===== config.mk =====
export PLATFORM = sky130hd
export DESIGN_NAME = gport_bridge
export DESIGN_NICKNAME = d
export VERILOG_FILES = /design/src/rtl/gb_pkg.sv /design/src/rtl/gb_swap.sv /design/src/rtl/gb_seq.sv /design/src/rtl/gb_addr.sv /design/src/rtl/gport_bridge.sv
export SDC_FILE = /design/constraint.sdc
export NUM_CORES = 1
export LEC_CHECK = 0
export BUFFER_PORTS_ARGS = -buffer_cell sky130_fd_sc_hd__buf_2
export CORE_ASPECT_RATIO = 1.2
export CORE_MARGIN = 10
export CORE_UTILIZATION = 45
export DETAILED_ROUTE_END_ITERATION = 7
export GPL_ROUTABILITY_DRIVEN = 0
export PLACE_DENSITY = 0.72
export SYNTH_ARGS = -nofsm -noshare
export SYNTH_HDL_FRONTEND = slang
export SYNTH_SLANG_ARGS = --single-unit

===== constraint.sdc =====
create_clock -name clk -period 1.8 [get_ports clk]
set_input_delay 0.27 -clock clk [delete_from_list [all_inputs] [get_ports clk]]
set_output_delay 0.27 -clock clk [all_outputs]
set_load 0.005 [all_outputs]

===== src/rtl/gb_pkg.sv =====
package gb_pkg;
    parameter int BANK_W = 3;
    parameter int OFS_W  = 13;
    parameter int DW     = 8;
    localparam int AW    = BANK_W + OFS_W;

    typedef logic [DW-1:0] byte_t;
    typedef logic [AW-1:0] addr_t;

    typedef struct packed {
        logic  is_addr;
        logic  is_read;
        byte_t wbyte;
    } req_t;

    typedef enum logic [1:0] {ST_IDLE, ST_BUSY, ST_DONE} st_e;
endpackage


===== src/rtl/gb_swap.sv =====
module gb_swap #(
    parameter int W = 8
) (
    input  logic [W-1:0] a,
    output logic [W-1:0] y
);
    for (genvar i = 0; i < W; i++) begin : g_bit
        assign y[i] = a[W-1-i];
    end
endmodule


===== src/rtl/gb_seq.sv =====
module gb_seq
    import gb_pkg::*;
#(
    parameter int WAIT_CYC = 2
) (
    input  logic clk,
    input  logic rst,
    input  logic sel_n,
    output logic start,
    output logic fin,
    output logic busy,
    output logic show,
    output logic rdy
);
    localparam int CW = $clog2(WAIT_CYC + 1);

    st_e           st;
    logic [CW-1:0] cnt;
    logic          shown;

    assign start = (st == ST_IDLE) && !sel_n;
    assign busy  = (st == ST_BUSY);
    assign fin   = busy && (cnt == '0);
    assign rdy   = start || busy;
    assign show  = (st == ST_DONE) && shown;

    always_ff @(posedge clk) begin
        if (rst) begin
            st    <= ST_IDLE;
            cnt   <= '0;
            shown <= 1'b0;
        end else begin
            case (st)
                ST_IDLE: begin
                    shown <= 1'b0;
                    if (!sel_n) begin
                        st  <= ST_BUSY;
                        cnt <= CW'(WAIT_CYC - 1);
                    end
                end
                ST_BUSY: begin
                    if (cnt == '0) st <= ST_DONE;
                    else           cnt <= cnt - 1'b1;
                end
                ST_DONE: begin
                    shown <= 1'b1;
                    if (sel_n) begin
                        st    <= ST_IDLE;
                        shown <= 1'b0;
                    end
                end
                default: st <= ST_IDLE;
            endcase
        end
    end
endmodule


===== src/rtl/gb_addr.sv =====
module gb_addr
    import gb_pkg::*;
(
    input  logic  clk,
    input  logic  rst,
    input  logic  commit,
    input  req_t  req,
    output addr_t addr
);
    logic             lo_next;
    logic [OFS_W-1:0] ofs_inc;

    assign ofs_inc = addr[OFS_W-1:0] + 1'b1;

    always_ff @(posedge clk) begin
        if (rst) begin
            addr    <= '0;
            lo_next <= 1'b0;
        end else if (commit) begin
            if (req.is_addr) begin
                if (req.is_read) begin
                    addr[AW-1:DW] <= addr[DW-1:0];
                end else if (!lo_next) begin
                    addr[AW-1:DW] <= req.wbyte;
                    lo_next       <= 1'b1;
                end else begin
                    addr[DW-1:0]  <= req.wbyte;
                    lo_next       <= 1'b0;
                end
            end else begin
                addr    <= {addr[AW-1:OFS_W], ofs_inc};
                lo_next <= 1'b0;
            end
        end
    end
endmodule


===== src/rtl/gport_bridge.sv =====
module gport_bridge
    import gb_pkg::*;
#(
    parameter int WAIT_CYC = 2
) (
    input  logic          clk,
    input  logic          rst,
    input  logic          sel_n,
    input  logic          mode,
    input  logic          dir,
    input  logic [DW-1:0] hd_i,
    output logic [DW-1:0] hd_o,
    output logic          hd_oe,
    output logic          rdy,
    output logic [AW-1:0] ma,
    output logic [DW-1:0] md_o,
    input  logic [DW-1:0] md_i,
    output logic          md_oe,
    output logic          mrw,
    output logic          mcs_n
);
    logic  start_w, fin_w, busy_w, show_w;
    byte_t host_in_m, rbyte_q;
    req_t  req_q;
    addr_t addr_q;
    logic  mem_act;
    logic  req_is_addr, req_is_read;

    gb_seq #(.WAIT_CYC(WAIT_CYC)) u_seq (
        .clk(clk), .rst(rst), .sel_n(sel_n),
        .start(start_w), .fin(fin_w), .busy(busy_w), .show(show_w), .rdy(rdy)
    );

    gb_swap #(.W(DW)) u_swap_in  (.a(hd_i),    .y(host_in_m));
    gb_swap #(.W(DW)) u_swap_out (.a(rbyte_q), .y(hd_o));

    gb_addr u_addr (
        .clk(clk), .rst(rst), .commit(fin_w), .req(req_q), .addr(addr_q)
    );

    always_ff @(posedge clk) begin
        if (rst) begin
            req_q   <= '0;
            rbyte_q <= '0;
        end else begin
            if (start_w) req_q <= '{is_addr: mode, is_read: dir, wbyte: host_in_m};
            if (fin_w)   rbyte_q <= req_q.is_addr ? addr_q[AW-1:DW] : md_i;
        end
    end

    assign req_is_addr = req_q.is_addr;
    assign req_is_read = req_q.is_read;
    assign mem_act     = busy_w && !req_q.is_addr;
    assign mcs_n       = !mem_act;
    assign md_oe       = mem_act && !req_q.is_read;
    assign mrw         = !md_oe;
    assign md_o        = md_oe ? req_q.wbyte : '0;
    assign ma          = addr_q;
    assign hd_oe       = show_w && req_q.is_read && !sel_n;
endmodule


* Yosys cells after proc, flatten, opt, wreduce, memory -nomap -nowiden *
Index checks and enable logic that the tools add are counted.

word-level totals
  flip-flop bits (word level) = 40
  input bits = 21
  output and inout bits = 37
  word-level logic and storage cells = 64

operators by class
  add/sub/neg operators = 2
  equality and inequality tests = 10
  muxes and demuxes = 18
  reduce and logical (&&, ||, !) cells = 23

operators by type and width
  kind                     number
  $mux W8                  6
  $add A13 B1 Y13 const B  1
  $mux W13                 1
  $reduce_and A3 Y1        4
  $ne A2 B2 Y1 const B     5
  $mux W2                  4
  $logic_and A1 B1 Y1      7
  $pmux W2 S3              1
  $logic_not A1 Y1         5
  $logic_not A2 Y1         2
  $mux W1                  4
  $ne A2 B1 Y1 const B     2
  $pmux W2 S2              1
  $reduce_and A2 Y1        2
  $reduce_bool A2 Y1       2
  $ne A3 B3 Y1 const B     1
  $eq A2 B1 Y1 const B     1
  $eq A2 B2 Y1 const B     1
  $pmux W1 S2              1
  $sub A2 B1 Y2 const B    1
  $logic_or A1 B1 Y1       1

* Depth between registers and ports, before layout *
  word-level depth = 4
  mapped depth = 9
  gate-level depth less buffers = 6

* Cells and area by module *
A second synthesis with hierarchy kept.

unflattened totals
  cell total of the unflattened synthesis = 272
  area, all modules = 2328.5 µm²

by module, submodules not included
  module        times used  cells each  area an instance (µm²)
  gb_addr       1           145         1172.4
  gport_bridge  1           81          788.3
  gb_seq        1           30          247.7
  gb_swap       2           8           60.1

* Worst setup path after synthesis *
Ideal clock, no wire load.

  path kind = register to register
  start point = register u_seq.cnt[0]
  end point = register u_addr.addr[9]
  library setup time = 127 ps
  arrival = 1477 ps
  required time = 1673 ps
  path slack = 197 ps
  stages on the path, launching flop included = 10
  buffers on the path = 3
  cell sequence = dfxtp_1 > inv_1 > ha_1 > buf_8 > and3b_1 > buf_2 > and3_1 > buf_6 > a22oi_1 > a31oi_1

on the way
  word-level cells in the longest chain between the ends = 3

ends and longest elaborated chain
  element                        RTL line       text
  start, declared                gb_seq.sv:18   logic [CW-1:0] cnt;
  start signal, assigned         gb_seq.sv:38   cnt <= CW'(WAIT_CYC - 1);
  start signal, assigned         gb_seq.sv:43   else cnt <= cnt - 1'b1;
  $logic_not A2 Y1               gb_seq.sv:23   assign fin = busy && (cnt == '0);
  $logic_and A1 B1 Y1            gb_seq.sv:23
  $reduce_and A2 Y1 (no line)    n/a
  end signal, assigned by index  gb_addr.sv:22  addr[AW-1:DW] <= addr[DW-1:0];
  end signal, assigned by index  gb_addr.sv:24  addr[AW-1:DW] <= req.wbyte;
  end signal, assigned by index  gb_addr.sv:27  addr[DW-1:0] <= req.wbyte;
  end, declared                  gb_addr.sv:8   output addr_t addr

No other way between the ends.
A chain may end at the register's enable or synchronous reset.

* Worst setup path after layout *
  start point = register u_seq.st[0]
  end point = output md_o[4]

on the way
  word-level cells in the longest chain between the ends = 4

ends and longest elaborated chain
  element                 RTL line            text
  start, declared         gb_seq.sv:17        st_e st;
  start signal, assigned  gb_seq.sv:29        st <= ST_IDLE;
  start signal, assigned  gb_seq.sv:37        st <= ST_BUSY;
  start signal, assigned  gb_seq.sv:42        if (cnt == '0) st <= ST_DONE;
  $eq A2 B1 Y1            gb_seq.sv:22        assign busy = (st == ST_BUSY);
  $logic_and A1 B1 Y1     gport_bridge.sv:53  assign mem_act = busy_w && !req_q.is_addr;
  $logic_and A1 B1 Y1     gport_bridge.sv:55  assign md_oe = mem_act && !req_q.is_read;
  $mux W8                 gport_bridge.sv:57  assign md_o = md_oe ? req_q.wbyte : '0;
  end, declared           gport_bridge.sv:16  output logic [DW-1:0] md_o,

No other way between the ends.

==> summary.md <==
| Metric | Value |
|---|---|
| Final period demand of the worst path | `1.73 ns` |
| Max Clock Skew | `0.00467 ns` |
| Largest net degree at the start of global routing | `44` |
| Num CTS Buffers | `5` |
| Residual DRC count | `0` |
| Fin Setup TNS | `0 ns` |
| Initial antenna violation count | `0` |
| Final hold vios | `0` |
| Area Growth Syn to Fin | `20.4%` |
| Final setup margin | `0.0699 ns` |
| Vias in the first global route | `2078` |
| Top Ports | `just under 60` |
| Total power | `2.04 mW` |
| Synth Flop Type | `dfxtp_1` |
| Max Slew Vio Count | `0` |
| GRT Total Usage | `14.2%` |
| DPL Wire Length | `4360 um` |
| Die W | `83.7 um` |
| Clock slew at reported path FFs | `0.07 ns` |
| First-pass GRT wire length | `about 9800 um` |
| Worst-Skew Late Latency | `0.28 ns` |
| Final std cells w/o fill | `373` |
| Synth Area per Inst | `8.70 sq um` |
| Worst hold path type | `in -> reg` |
| Area leader, netlist | `dfxtp_1` |
| Vias/cell | `around 5.5` |
| Setup WS pre-CTS | `0.0815 ns` |
| Number of diodes | `0` |
| Crit path kind | `reg -> out` |
| Synth Warn # | `0` |
| Core Box Area | `4660 sq um` |
| Utilization after layout | `56.7%` |
| # rows | `27` |
| CTS tree | `built` |
| Seq cells post-synth | `40` |
| DR WL/cell | `15.3 um` |
| Slew margin rel. | `60.5%` |
| Top cell type's share of synthesized area | `36.5%` |
| Maximum vdd ir drop | `just under 500 uV` |
| Pwr dens | `between 700 and 800 nW/um^2` |
| Max clock buf depth | `2` |
| Hold-fix buffer count after cts | `0` |
| Die footprint | `about 8100 sq um` |
| CTS root buffer | `clkbuf_8` |
| CP required | `around 1.5 ns` |
| Worst Tran Pin Value | `0.589 ns` |
| DR vias | `2061` |
| Synth Cell Area | `2190 sq um` |
| TritonRoute pass-1 iters | `4` |
| Final setup viols | `0` |
| Htree depth | `2` |
| Clock Sinks | `40` |
| Distinct cells, synth | `56` |
| Post-placement cell area | `between 2000 and 3000 sq um` |
| Post-Synthesis Net Count | `275` |
| Grt total ovfl | `0` |
| Post-synthesis sequential area ratio | `between 30 and 40%` |
| Number of synthesized flops with an enable pin | `0` |
| Fmax | `0.578 GHz` |
| Placed Cells incl. Taps | `363` |
| Outcome | `complete, no violations` |
| Layout cell share with drive strength beyond 1 | `a little under a third` |
| RSZ-0062 raised after global routing | `false` |
| Fin crit share | `96.1%` |
| Ranking of synthesized cells by area | `dfxtp_1, mux2i_1, nand2_1` |
| WL final | `about 5700 um` |
| Number of nets still failing antenna checks after routing | `0` |
| Largest fanout on the critical path | `5` |
| Initial Utilization | `47.0%` |
| Max Cap Viol | `0` |
| # nets final | `337` |
| Crit. End Element | `primary output` |
| Setup crit start kind | `flop` |
| P_leak | `1.13 nW` |
| Worst hold margin | `0.218 ns` |
| Port bufs | `57` |
| Worst EP arrival | `approximately 1.5 ns` |
| Iteration-0 DRC Markers | `111` |
| Async SR Flop Fraction | `0%` |
| Fin area | `2640 sq um` |
| Post-synthesis instance total | `roughly 250` |
| Die Height | `just under 100 um` |
==> cell type report <==
type,count,area (sq um)
timing repair buffer,72,410
sequential,40,801
multi-input combinational,188,1240
clock buffer,6,82.6
fill,441,2020
tap,58,72.6
clock inverter,2,10.0
inverter,7,26.3
==> worst max-delay path, stage by stage (launching register included) <==
cell,delay [ns]
dfxtp_1,0.34
or3b_4,0.43
nor2_4,0.16
and2_1,0.14
buf_2,0.11
==> final timing paths <==
check	from	end	slack, ns	cells past startpoint
setup / recovery	u_seq.st[0]	md_o[4]	0.07	4
hold / removal	hd_i[2]	req_q[5]	0.22	3
setup reg to reg	req_is_addr	u_addr.addr[10]	0.16	5
hold reg to reg	u_seq.shown	u_seq.shown	0.45	2
==> cells in the mapped netlist (2+ instances only) <==
library cell and number:
and2_1 9, xor2_1 3, a2bb2oi_1 2, nand2b_1 3, inv_1 7, ha_1 2
a211oi_1 12, mux2_2 4, a32oi_1 2, a22oi_1 3, a21oi_1 18, nor2_1 21
mux2i_1 15, nand4_1 4, nand3_1 5, o21ai_0 5, nand2_1 31, a211o_1 2
nor3b_1 3, buf_2 5, clkbuf_8 3, a31oi_1 2, and3_1 4, o32ai_1 2
dfxtp_1 40, nor3_1 5, clkbuf_1 4, a22o_1 3, nand3b_1 3, buf_6 4
==> placed cells by master (no fill, tap or decap), drive strengths merged, types with 2 or more instances in the layout <==
cell     instances
a21oi           18
nand2           32
o32ai            2
clkbuf           6
a211o            2
and3             5
mux2             5
nand2b           3
nor3b            3
buf             72
a31oi            2
xor2             3
a22oi            3
and2             9
nor2            23
a22o             3
and4             2
nand4            4
nor3             6
ha               2
o21ai            5
a32oi            2
dfxtp           40
nand3            5
a2bb2oi          2
a211oi          13
mux2i           15
inv              7
clkinv           2
nand3b           4
==> logic make-up (layout without fill, tap and decap cells) <==
kind of cell | count (synthesis) | in the layout | share of synthesized area [%]
and+or+nand+nor | 103 | 104 | 25.1
AOI/OAI and AO/OA | 58 | 58 | 18.3
DFF | 40 | 40 | 36.5
buffers and inverters | 25 | 87 | 7.99
muxes | 20 | 20 | 9.41
xor gates and xnor gates | 4 | 4 | 1.60
adders and majority gates | 2 | 2 | 1.14
==> routing by layer <==
| metal | track usage [%] | vias up | routed length [um] |
|---|---|---|---|
| met2 | 24.9 | 70 | 2770 |
| met5 | 0 | - | 0 |
| met3 | 4.61 | 7 | 375 |
| li1 | - | 1030 | - |
| met1 | 16.3 | 954 | 2500 |
| met4 | 3.63 | 0 | 63 |
==> state kept, by name, indices dropped and copies added, names as in the netlist <==
signal,flops
u_addr.addr,16
rbyte_q,8
req_q,8
u_seq.cnt,2
u_seq.st,2
req_is_addr,1
req_is_read,1
u_addr.lo_next,1
u_seq.shown,1
==> what timing repair did <==
action | 4_1_cts | 5_1_grt
pin swaps | 1 | 1
setup endpoints to repair | 9 | 10
setup buffers | 0 | 1
resized for setup | 2 | 3
cloned | 1 | 0
==> power breakdown <==
group,internal (mW),leakage [nW],switching (mW),total [mW]
clock network,0.306,0.0510,0.295,0.601
logic,0.202,0.752,0.240,0.442
registers,0.944,0.326,0.0511,0.995
(Power assumes the default switching activity.)
